==> src/rtl/mixer_pkg.sv <==
package mixer_pkg;
  localparam int CTL_P0_OFF     = 2;
  localparam int CTL_P1_OFF     = 3;
  localparam int CTL_BLINK_EN   = 5;
  localparam int CTL_ZERO_BMAP  = 6;
  localparam int LANES          = 2;
  localparam int PLANES         = 2;
endpackage

==> src/rtl/mixer_seq.sv <==
module mixer_seq #(
  parameter int COL_W = 9,
  parameter int CNT_W = 2
) (
  input  logic             clk,
  input  logic             rst_n,
  input  logic             line_start,
  input  logic [COL_W-1:0] start_col,
  input  logic             advance,
  output logic [COL_W-1:0] col_addr,
  output logic             slot_zero
);
  logic [COL_W-1:0] col_q, col_d;
  logic [CNT_W-1:0] cnt_q, cnt_d;
  logic             en;

  always_comb begin
    col_d = col_q;
    cnt_d = cnt_q;
    en    = line_start | advance;
    if (line_start) begin
      col_d = start_col;
      cnt_d = '0;
    end else if (advance) begin
      col_d = col_q + 1'b1;
      cnt_d = cnt_q + 1'b1;
    end
  end

  always_ff @(posedge clk or negedge rst_n) begin
    if (!rst_n) begin
      col_q <= '0;
      cnt_q <= '0;
    end else if (en) begin
      col_q <= col_d;
      cnt_q <= cnt_d;
    end
  end

  assign col_addr  = col_q;
  assign slot_zero = (cnt_q == '0);

  AST_COL_STEP: assert property (@(posedge clk) disable iff (!rst_n)
    (advance && !line_start) |=> (col_addr == $past(col_addr) + 1'b1));
  AST_LINE_LOAD: assert property (@(posedge clk) disable iff (!rst_n)
    line_start |=> (col_addr == $past(start_col)) && slot_zero);
  AST_COL_HOLD: assert property (@(posedge clk) disable iff (!rst_n)
    (!advance && !line_start) |=> $stable(col_addr));
endmodule

==> src/rtl/ovl_plane_shift.sv <==
module ovl_plane_shift #(
  parameter int BYTE_W   = 8,
  parameter int PER_WORD = 2
) (
  input  logic                clk,
  input  logic                rst_n,
  input  logic                restart,
  input  logic                advance,
  input  logic                load,
  input  logic                plane_en,
  input  logic [BYTE_W-1:0]   byte_in,
  output logic [PER_WORD-1:0] word_bits
);
  logic [BYTE_W-1:0] sh_q, sh_d, src;
  logic              en;

  always_comb begin
    src       = load ? (byte_in & {BYTE_W{plane_en}}) : sh_q;
    word_bits = src[PER_WORD-1:0];
    en        = restart | advance;
    sh_d      = restart ? '0 : (src >> PER_WORD);
  end

  always_ff @(posedge clk or negedge rst_n) begin
    if (!rst_n)  sh_q <= '0;
    else if (en) sh_q <= sh_d;
  end
endmodule

==> src/rtl/pix_lane_sel.sv <==
module pix_lane_sel #(
  parameter int PIX_W = 8
) (
  input  logic [PIX_W-1:0] pixel,
  input  logic [PIX_W-1:0] bmask,
  input  logic [1:0]       code,
  input  logic             zero_is_colour,
  output logic [PIX_W:0]   idx
);
  always_comb begin
    if ((code != 2'b00) || zero_is_colour)
      idx = {1'b1, {(PIX_W-2){1'b0}}, code};
    else
      idx = {1'b0, pixel & bmask};
  end
endmodule

==> src/rtl/ovl_pixel_mixer.sv <==
module ovl_pixel_mixer #(
  parameter int PIX_W  = 8,
  parameter int COL_W  = 9,
  parameter int BYTE_W = 8,
  localparam int WORD_W  = 2 * PIX_W,
  localparam int IDX_W   = PIX_W + 1,
  localparam int CNT_W   = $clog2(BYTE_W / 2)
) (
  input  logic              clk,
  input  logic              rst_n,
  input  logic              line_start,
  input  logic [COL_W-1:0]  start_col,
  input  logic              v_active,
  input  logic              h_active,
  input  logic              word_valid,
  input  logic [WORD_W-1:0] word_data,
  input  logic [BYTE_W-1:0] ovl0_byte,
  input  logic [BYTE_W-1:0] ovl1_byte,
  input  logic [PIX_W-1:0]  read_mask,
  input  logic [PIX_W-1:0]  blink_mask,
  input  logic [7:0]        ovl_ctrl,
  output logic [COL_W-1:0]  col_addr,
  output logic              ovl_fetch,
  output logic              pix_valid,
  output logic [IDX_W-1:0]  pix_idx0,
  output logic [IDX_W-1:0]  pix_idx1
);
  import mixer_pkg::*;

  logic             take, advance, slot_zero;
  logic [PIX_W-1:0] bmask;
  logic             zero_colour;
  logic [1:0]       pbits [PLANES];
  logic [BYTE_W-1:0] pbyte [PLANES];
  logic             pen   [PLANES];
  logic [IDX_W-1:0] lane_idx [LANES];
  logic             valid_d;
  logic [IDX_W-1:0] idx0_d, idx1_d;
  logic             valid_q;
  logic [IDX_W-1:0] idx0_q, idx1_q;

  assign take        = word_valid & v_active & ~line_start;
  assign advance     = take & h_active;
  assign zero_colour = ~ovl_ctrl[CTL_ZERO_BMAP];
  assign bmask       = ovl_ctrl[CTL_BLINK_EN] ? (read_mask & ~blink_mask) : read_mask;
  assign pbyte[0]    = ovl0_byte;
  assign pbyte[1]    = ovl1_byte;
  assign pen[0]      = ~ovl_ctrl[CTL_P0_OFF];
  assign pen[1]      = ~ovl_ctrl[CTL_P1_OFF];

  mixer_seq #(.COL_W(COL_W), .CNT_W(CNT_W)) u_seq (
    .clk(clk), .rst_n(rst_n), .line_start(line_start), .start_col(start_col),
    .advance(advance), .col_addr(col_addr), .slot_zero(slot_zero)
  );

  assign ovl_fetch = advance & slot_zero;

  for (genvar p = 0; p < PLANES; p++) begin : g_plane
    ovl_plane_shift #(.BYTE_W(BYTE_W), .PER_WORD(2)) u_plane (
      .clk(clk), .rst_n(rst_n), .restart(line_start), .advance(advance),
      .load(slot_zero), .plane_en(pen[p]), .byte_in(pbyte[p]),
      .word_bits(pbits[p])
    );
  end

  for (genvar l = 0; l < LANES; l++) begin : g_lane
    pix_lane_sel #(.PIX_W(PIX_W)) u_sel (
      .pixel(word_data[(LANES-1-l)*PIX_W +: PIX_W]),
      .bmask(bmask),
      .code({pbits[1][l], pbits[0][l]}),
      .zero_is_colour(zero_colour),
      .idx(lane_idx[l])
    );
  end

  always_comb begin
    valid_d = take;
    idx0_d  = h_active ? lane_idx[0] : '0;
    idx1_d  = h_active ? lane_idx[1] : '0;
  end

  always_ff @(posedge clk or negedge rst_n) begin
    if (!rst_n) begin
      valid_q <= 1'b0;
    end else begin
      valid_q <= valid_d;
    end
  end

  always_ff @(posedge clk or negedge rst_n) begin
    if (!rst_n) begin
      idx0_q <= '0;
      idx1_q <= '0;
    end else if (take) begin
      idx0_q <= idx0_d;
      idx1_q <= idx1_d;
    end
  end

  assign pix_valid = valid_q;
  assign pix_idx0  = idx0_q;
  assign pix_idx1  = idx1_q;

  AST_LATENCY: assert property (@(posedge clk) disable iff (!rst_n)
    (word_valid && v_active && !line_start) |=> pix_valid);
  AST_NO_VALID_VBLANK: assert property (@(posedge clk) disable iff (!rst_n)
    (!v_active || !word_valid) |=> !pix_valid);
  AST_DROP_ON_START: assert property (@(posedge clk) disable iff (!rst_n)
    line_start |=> !pix_valid);
  AST_BLANK_ZERO: assert property (@(posedge clk) disable iff (!rst_n)
    (take && !h_active) |=> (pix_idx0 == '0) && (pix_idx1 == '0));
  AST_FETCH_ACTIVE: assert property (@(posedge clk) disable iff (!rst_n)
    ovl_fetch |-> (word_valid && v_active && h_active));
  AST_ZERO_COLOUR: assert property (@(posedge clk) disable iff (!rst_n)
    (advance && !ovl_ctrl[CTL_ZERO_BMAP]) |=> pix_idx0[PIX_W] && pix_idx1[PIX_W]);
endmodule

==> config.mk <==
export PLATFORM = sky130hd
export DESIGN_NAME = ovl_pixel_mixer
export DESIGN_NICKNAME = d
export VERILOG_FILES = /design/src/rtl/mixer_pkg.sv /design/src/rtl/mixer_seq.sv /design/src/rtl/ovl_plane_shift.sv /design/src/rtl/pix_lane_sel.sv /design/src/rtl/ovl_pixel_mixer.sv
export SDC_FILE = /design/constraint.sdc
export NUM_CORES = 1
export LEC_CHECK = 0
export CORE_MARGIN = 5
export CORE_UTILIZATION = 40
export DETAILED_ROUTE_END_ITERATION = 12
export PLACE_DENSITY = 0.8
export SYNTH_ARGS = -nofsm -noshare
export SYNTH_HDL_FRONTEND = slang
export SYNTH_SLANG_ARGS = --single-unit
==> constraint.sdc <==
create_clock -name clk -period 1.8 [get_ports clk]
set_input_delay 0.18 -clock clk [delete_from_list [all_inputs] [get_ports clk]]
set_output_delay 0.18 -clock clk [all_outputs]
set_load 0.02 [all_outputs]
# --- Yosys cells after proc, flatten, opt, wreduce, memory -nomap -nowiden ---
# Cells that the tools add are included.
classes:
  n_addsub: 2
  mux: 13
  bitwise: 15
  n_reduce_logical: 7
ops:
  columns: ["operator", "count"]
  rows:
  - ["2-to-1 mux 9 bit", 6]
  - ["bitwise AND 8 bit", 5]
  - ["2-to-1 mux 8 bit", 3]
  - ["2-to-1 mux 6 bit", 2]
  - ["adder 9 x 1 -> 9 bit (second input constant)", 1]
  - ["NOT 8 bit", 1]
  - ["nonzero test 2 bit", 3]
  - ["bitwise AND 1 bit", 4]
  - ["2-to-1 mux 2 bit", 2]
  - ["NOT 1 bit", 4]
  - ["adder 2 x 1 -> 2 bit (second input constant)", 1]
  - ["logical NOT 2 bit", 1]
  - ["logical OR 1 bit", 2]
  - ["AND reduction 2 bit", 1]
  - ["OR 1 bit", 1]
totals:
  reg_bits: 46
  inputBits: 71

# --- Longest topological paths before layout ---
depth:
  ltp_word: 7
  ltp_mapped: 7

# --- By module ---
# Synthesis repeated with hierarchy kept, for this count alone.
hier_totals:
  cells_unflattened: 257
  hier_area_um2: 2526.2
by_module_without_submodules:
  columns: ["mod", "n_inst", "cells_per_inst", "area_each_um2", "seq_area_each_um2"]
  rows:
  - ["ovl_pixel_mixer", 1, 92, 942.2, 475.5]
  - ["ovl_plane_shift", 2, 38, 396.6, 150.1]
  - ["mixer_seq", 1, 65, 625.6, 275.3]
  - ["pix_lane_sel", 2, 12, 82.6, 0.0]

# --- Worst setup path before layout ---
# No wires, ideal clock.
synth_timing:
  path_kind: "flip-flop to flip-flop"
  from: "reg u_seq.cnt_q[0]"
  to: "reg idx1_q[2], in the netlist pix_idx1[2]"
  setup_ns: 0.121
  arrival_time_ns: 1.464
  path_slack_ns: 0.215
  stages_incl_launch_ff: 8
  cell_sequence: "dfrtp_1 -> inv_1 -> ha_1 -> and2b_1 -> a21oi_1 -> and3_1 -> buf_6 -> a32o_2"
synth_via:
  elab_chain_cells: 6
  word_cells_on_any_way: 7
  classes_between: "mux: 4; reduce/logical: 3"
synth_lines:
  columns: ["item", "line", "source"]
  rows:
  - ["start, declared", "mixer_seq.sv:14", "logic [CNT_W-1:0] cnt_q, cnt_d;"]
  - ["start signal, assigned", "mixer_seq.sv:36", "cnt_q <= cnt_d;"]
  - ["logical NOT 2 bit *", "mixer_seq.sv:41", "assign slot_zero = (cnt_q == '0);"]
  - ["2-to-1 mux 8 bit", "ovl_plane_shift.sv:18", "src = load ? (byte_in & {BYTE_W{plane_en}}) : sh_q;"]
  - ["nonzero test 2 bit *", "pix_lane_sel.sv:11", "if ((code != 2'b00) || zero_is_colour)"]
  - ["logical OR 1 bit *", "pix_lane_sel.sv:11", null]
  - ["2-to-1 mux 9 bit *", "pix_lane_sel.sv:11", null]
  - ["2-to-1 mux 9 bit *", "ovl_pixel_mixer.sv:79", "idx1_d = h_active ? lane_idx[1] : '0;"]
  - ["end signal, assigned", "ovl_pixel_mixer.sv:96", "idx1_q <= idx1_d;"]
  - ["end, declared", "ovl_pixel_mixer.sv:40", "logic [IDX_W-1:0] idx0_q, idx1_q;"]
# Every way passes the cells marked *; elsewhere a longest branch is shown, timed or not.
# A chain may end at the register's enable or synchronous reset.

# --- Worst setup path after layout ---
layout_timing:
  from: "reg u_seq.cnt_q[0]"
  to: "reg idx0_q[2], in the netlist pix_idx0[2]"
layout_via:
  elab_chain_cells: 6
  word_cells_on_any_way: 7
  classes_between: "mux: 4; reduce/logical: 3"
layout_lines:
  columns: ["item", "line", "source"]
  rows:
  - ["logical NOT 2 bit *", "mixer_seq.sv:41", null]
  - ["2-to-1 mux 8 bit", "ovl_plane_shift.sv:18", null]
  - ["nonzero test 2 bit *", "pix_lane_sel.sv:11", null]
  - ["logical OR 1 bit *", "pix_lane_sel.sv:11", null]
  - ["2-to-1 mux 9 bit *", "pix_lane_sel.sv:11", null]
  - ["2-to-1 mux 9 bit *", "ovl_pixel_mixer.sv:78", "idx0_d = h_active ? lane_idx[0] : '0;"]
  - ["end signal, assigned", "ovl_pixel_mixer.sv:95", "idx0_q <= idx0_d;"]
  - ["end, declared", "ovl_pixel_mixer.sv:40", null]
# Marked as above.

==> results.yml <==
setup_path:
  crit_family: "simple AND/OR/NAND/NOR gates"
  path_max_fanout: 9
  worstPathRequired_ns: 2.03
  critPathBufInv: 1
  slowest_stage: "dfrtp_1"
  max_stage_delay_ns: 0.39
  worstPathArrival_ns: 1.91
  cp-end-kind: "register"
  path_class: "register to register"
  critPathLaunchType: "register"
  crit_chain: "inv_1, ha_2, and2b_1, a21oi_1, and3_2, a32o_1"
sta:
  finalCritPeriodShare: 0.935
  post-route-min-period_ns: 1.68
  timing.fmax_mhz: 594
  finalSetupViolations: 0
  timing_hold_violations_final: 0
  rsz0062_at_grt: "no"
  slew_headroom: 0.526
  fin_setup_tns_ns: 0
  drv_slew: 0
  finClkSkew_ns: 0.00378
  tightest_slew_ns: 0.709
job:
  maxCapViolCount: 0
floorplan:
  die_height_um: 81.0
  fp.dieW_um: 81.0
  core_region_area_um2: 4820
  rows: 25
  pin_count: 100
  dieArea_um2: 6570
  initial_utilization: 0.419
yosys:
  yosysWarnings: 0
  ys_ff_latch: 42
  netlist.area_leader.share: 0.521
  syn_avg_cell_area_um2: 10.7
  yosysSeqAreaShare: 0.521
  yosysTopAreaCell: "dfrtp_1"
  synth_nets: 261
  synth.cell_area_um2: 2020
  synthCells: 188
  synthDistinctLibCells: 37
  ys_top_cells_by_area: "dfrtp_1 52%, nand2_1 4.6%, a32o_1 4.5%, a222oi_1 4.0%, and3_1 3.4%"
cells_and_area:
  final_nets: 371
  diodes: 0
  fin_cells: 366
  drive_gt1_frac: 0.120
  post-route-util: 0.670
  final_area_um2: 3230
  n_fill_cell: 426
  area_delta_synth_final_pct: 59.9
hold_path:
  min_path_type: "input port to register"
clock_tree:
  clk-insertion-delay-late_ns: 0.29
  numCtsBuffers: 5
  clockRootBuffer: "clkbuf_8"
  cts_buffer_depth: 2
  cts-htree-levels: 2
  cts.sinks: 42
  cts_tree: "done"
  path_clk_slew_ns: 0.07
  cts_setup_buffers: 0
drt:
  post_drt_wl_per_cell_um: 15.6
  first_iter_violations: 77
  dr.pass1.iters: 6
  viasPerCell: 5.16
  drt_wl_total_um: 5700
  final_antenna_net_count: 0
  drc: 0
  num_vias: 1890
outcome:
  status: "complete, no violations"
grt:
  grt.total_usage: 0.179
  grt_max_degree: 43
  grt_overflow_total: 0
  antenna_found_initial: 0
  grt_first_pass_wirelength_um: 9030
  first_global_vias: 2006
place:
  port-buffer-count: 95
  place_area_um2: 3110
  dp_hpwl_um: 4330
  dp_cells: 357
  place_congestion: 0.813
power:
  ir_worst_vdd_mv: 0.387
  p_leak_nw: 1.47
  p_per_area_nw_per_um2: 667
layout make-up:
cell class / instances / area, um2 / share of cell area
tap: 67 / 83.8 / 0.0260
clock buffer: 7 / 86.3 / 0.0268
inverter: 11 / 41.3 / 0.0128
timing repair buffer: 113 / 1080 / 0.335
multi-input combinational: 125 / 877 / 0.272
sequential: 42 / 1050 / 0.326
clock inverter: 1 / 5.00 / 0.00155
state kept, by name, summed over array words and instances, names as in the netlist:
name	count
pix_idx1	9
u_seq.cnt_q	2
pix_valid	1
pix_idx0	9
u_seq.col_addr	9
g_plane.u_plane.sh_q	12
report_power, final:
part / internal [W] / total (W) / switching [W]
Combinational: 0.000287 / 0.000501 / 0.000213
Sequential: 0.000995 / 0.00104 / 0.0000411
Clock: 0.000309 / 0.000616 / 0.000307
metrics by stage:
step | total power [W] | setup slack, ns | hold slack (ns)
6_report | 0.00215 | 0.117 | 0.430
3_3_place_gp | 0.00154 | -0.0519 | 0.282
2_1_floorplan | 0.00124 | 0.215 | -0.116
5_1_grt | 0.00225 | 0.00856 | 0.449
3_5_place_dp | 0.00155 | -0.103 | 0.280
4_1_cts | 0.00217 | 0.0112 | 0.422
layer usage:
metal  up-vias  wire [um]  track usage
met5         -          0            0
met4         0         92       0.0625
met3        10        363       0.0355
met2        69       2970        0.316
met1       900       2280        0.216
li1        911          -            -
worst register-to-register path, cell delays in order (launching register included):
cell and delay, ns:
dfrtp_1 0.39, inv_1 0.06, ha_2 0.26, and2b_1 0.20, a21oi_1 0.20, and3_2 0.33, a32o_1 0.19
worst paths after layout:
kind / end / slack [ns] / cells after the start / startpoint
setup / recovery: pix_idx0[2] / 0.12 / 6 / u_seq.cnt_q[0]
hold / removal: u_seq.col_addr[7] / 0.43 / 3 / start_col[7]
setup reg to reg: pix_idx0[2] / 0.12 / 6 / u_seq.cnt_q[0]
hold reg to reg: pix_idx1[2] / 0.49 / 1 / pix_idx1[2]
max in group asynchronous: pix_idx0[2] / 0.95 / 3 / rst_n
min in group asynchronous: g_plane[1].u_plane.sh_q[4] / 0.48 / 3 / rst_n
kinds of logic after synthesis:
logic type	share of synthesized area
AOI/OAI and AO/OA	0.179
and+or+nand+nor	0.192
buffers and inverters	0.0521
adders and majority gates	0.0124
DFF	0.521
muxes	0.00496
xor gates and xnor gates	0.0391
cell usage after synthesis, drive strengths merged:
cell / n
dfrtp: 42
inv: 11
nand2: 25
nor2b: 1
nand4: 5
a22oi: 1
o21ai: 11
and2b: 6
a21oi: 7
nor3b: 2
a32o: 10
nor2: 5
xnor2: 6
buf: 7
and2: 1
and3: 11
a22o: 5
nor3: 2
nand3b: 1
clkbuf: 3
o211ai: 4
nand3: 4
mux2i: 1
nand4b: 1
xor2: 3
a222oi: 8
and4: 2
ha: 2
a21boi: 1
layout by cell type, fill, tap and decap left out, drive strengths merged, types with 5 or more instances in the layout:
cell type and count:
buf 18, nor2 5, a21oi 7, a32o 10, dfrtp 42, and3 11, clkbuf 7, o21ai 11
xnor2 6, a222oi 8, a22o 5, clkdlybuf4s50 93, inv 11, nand2 25, nand4 5, and2b 6
what timing repair did:
item | 4_1_cts | 5_1_grt
hold buffers | 1 | 0
setup endpoints to repair | 15 | 16
resized for setup | 3 | 4
pin swaps | 0 | 0
endpoints found under the hold margin | 42 | 0
Note: power is estimated with default switching activity, not from simulation.
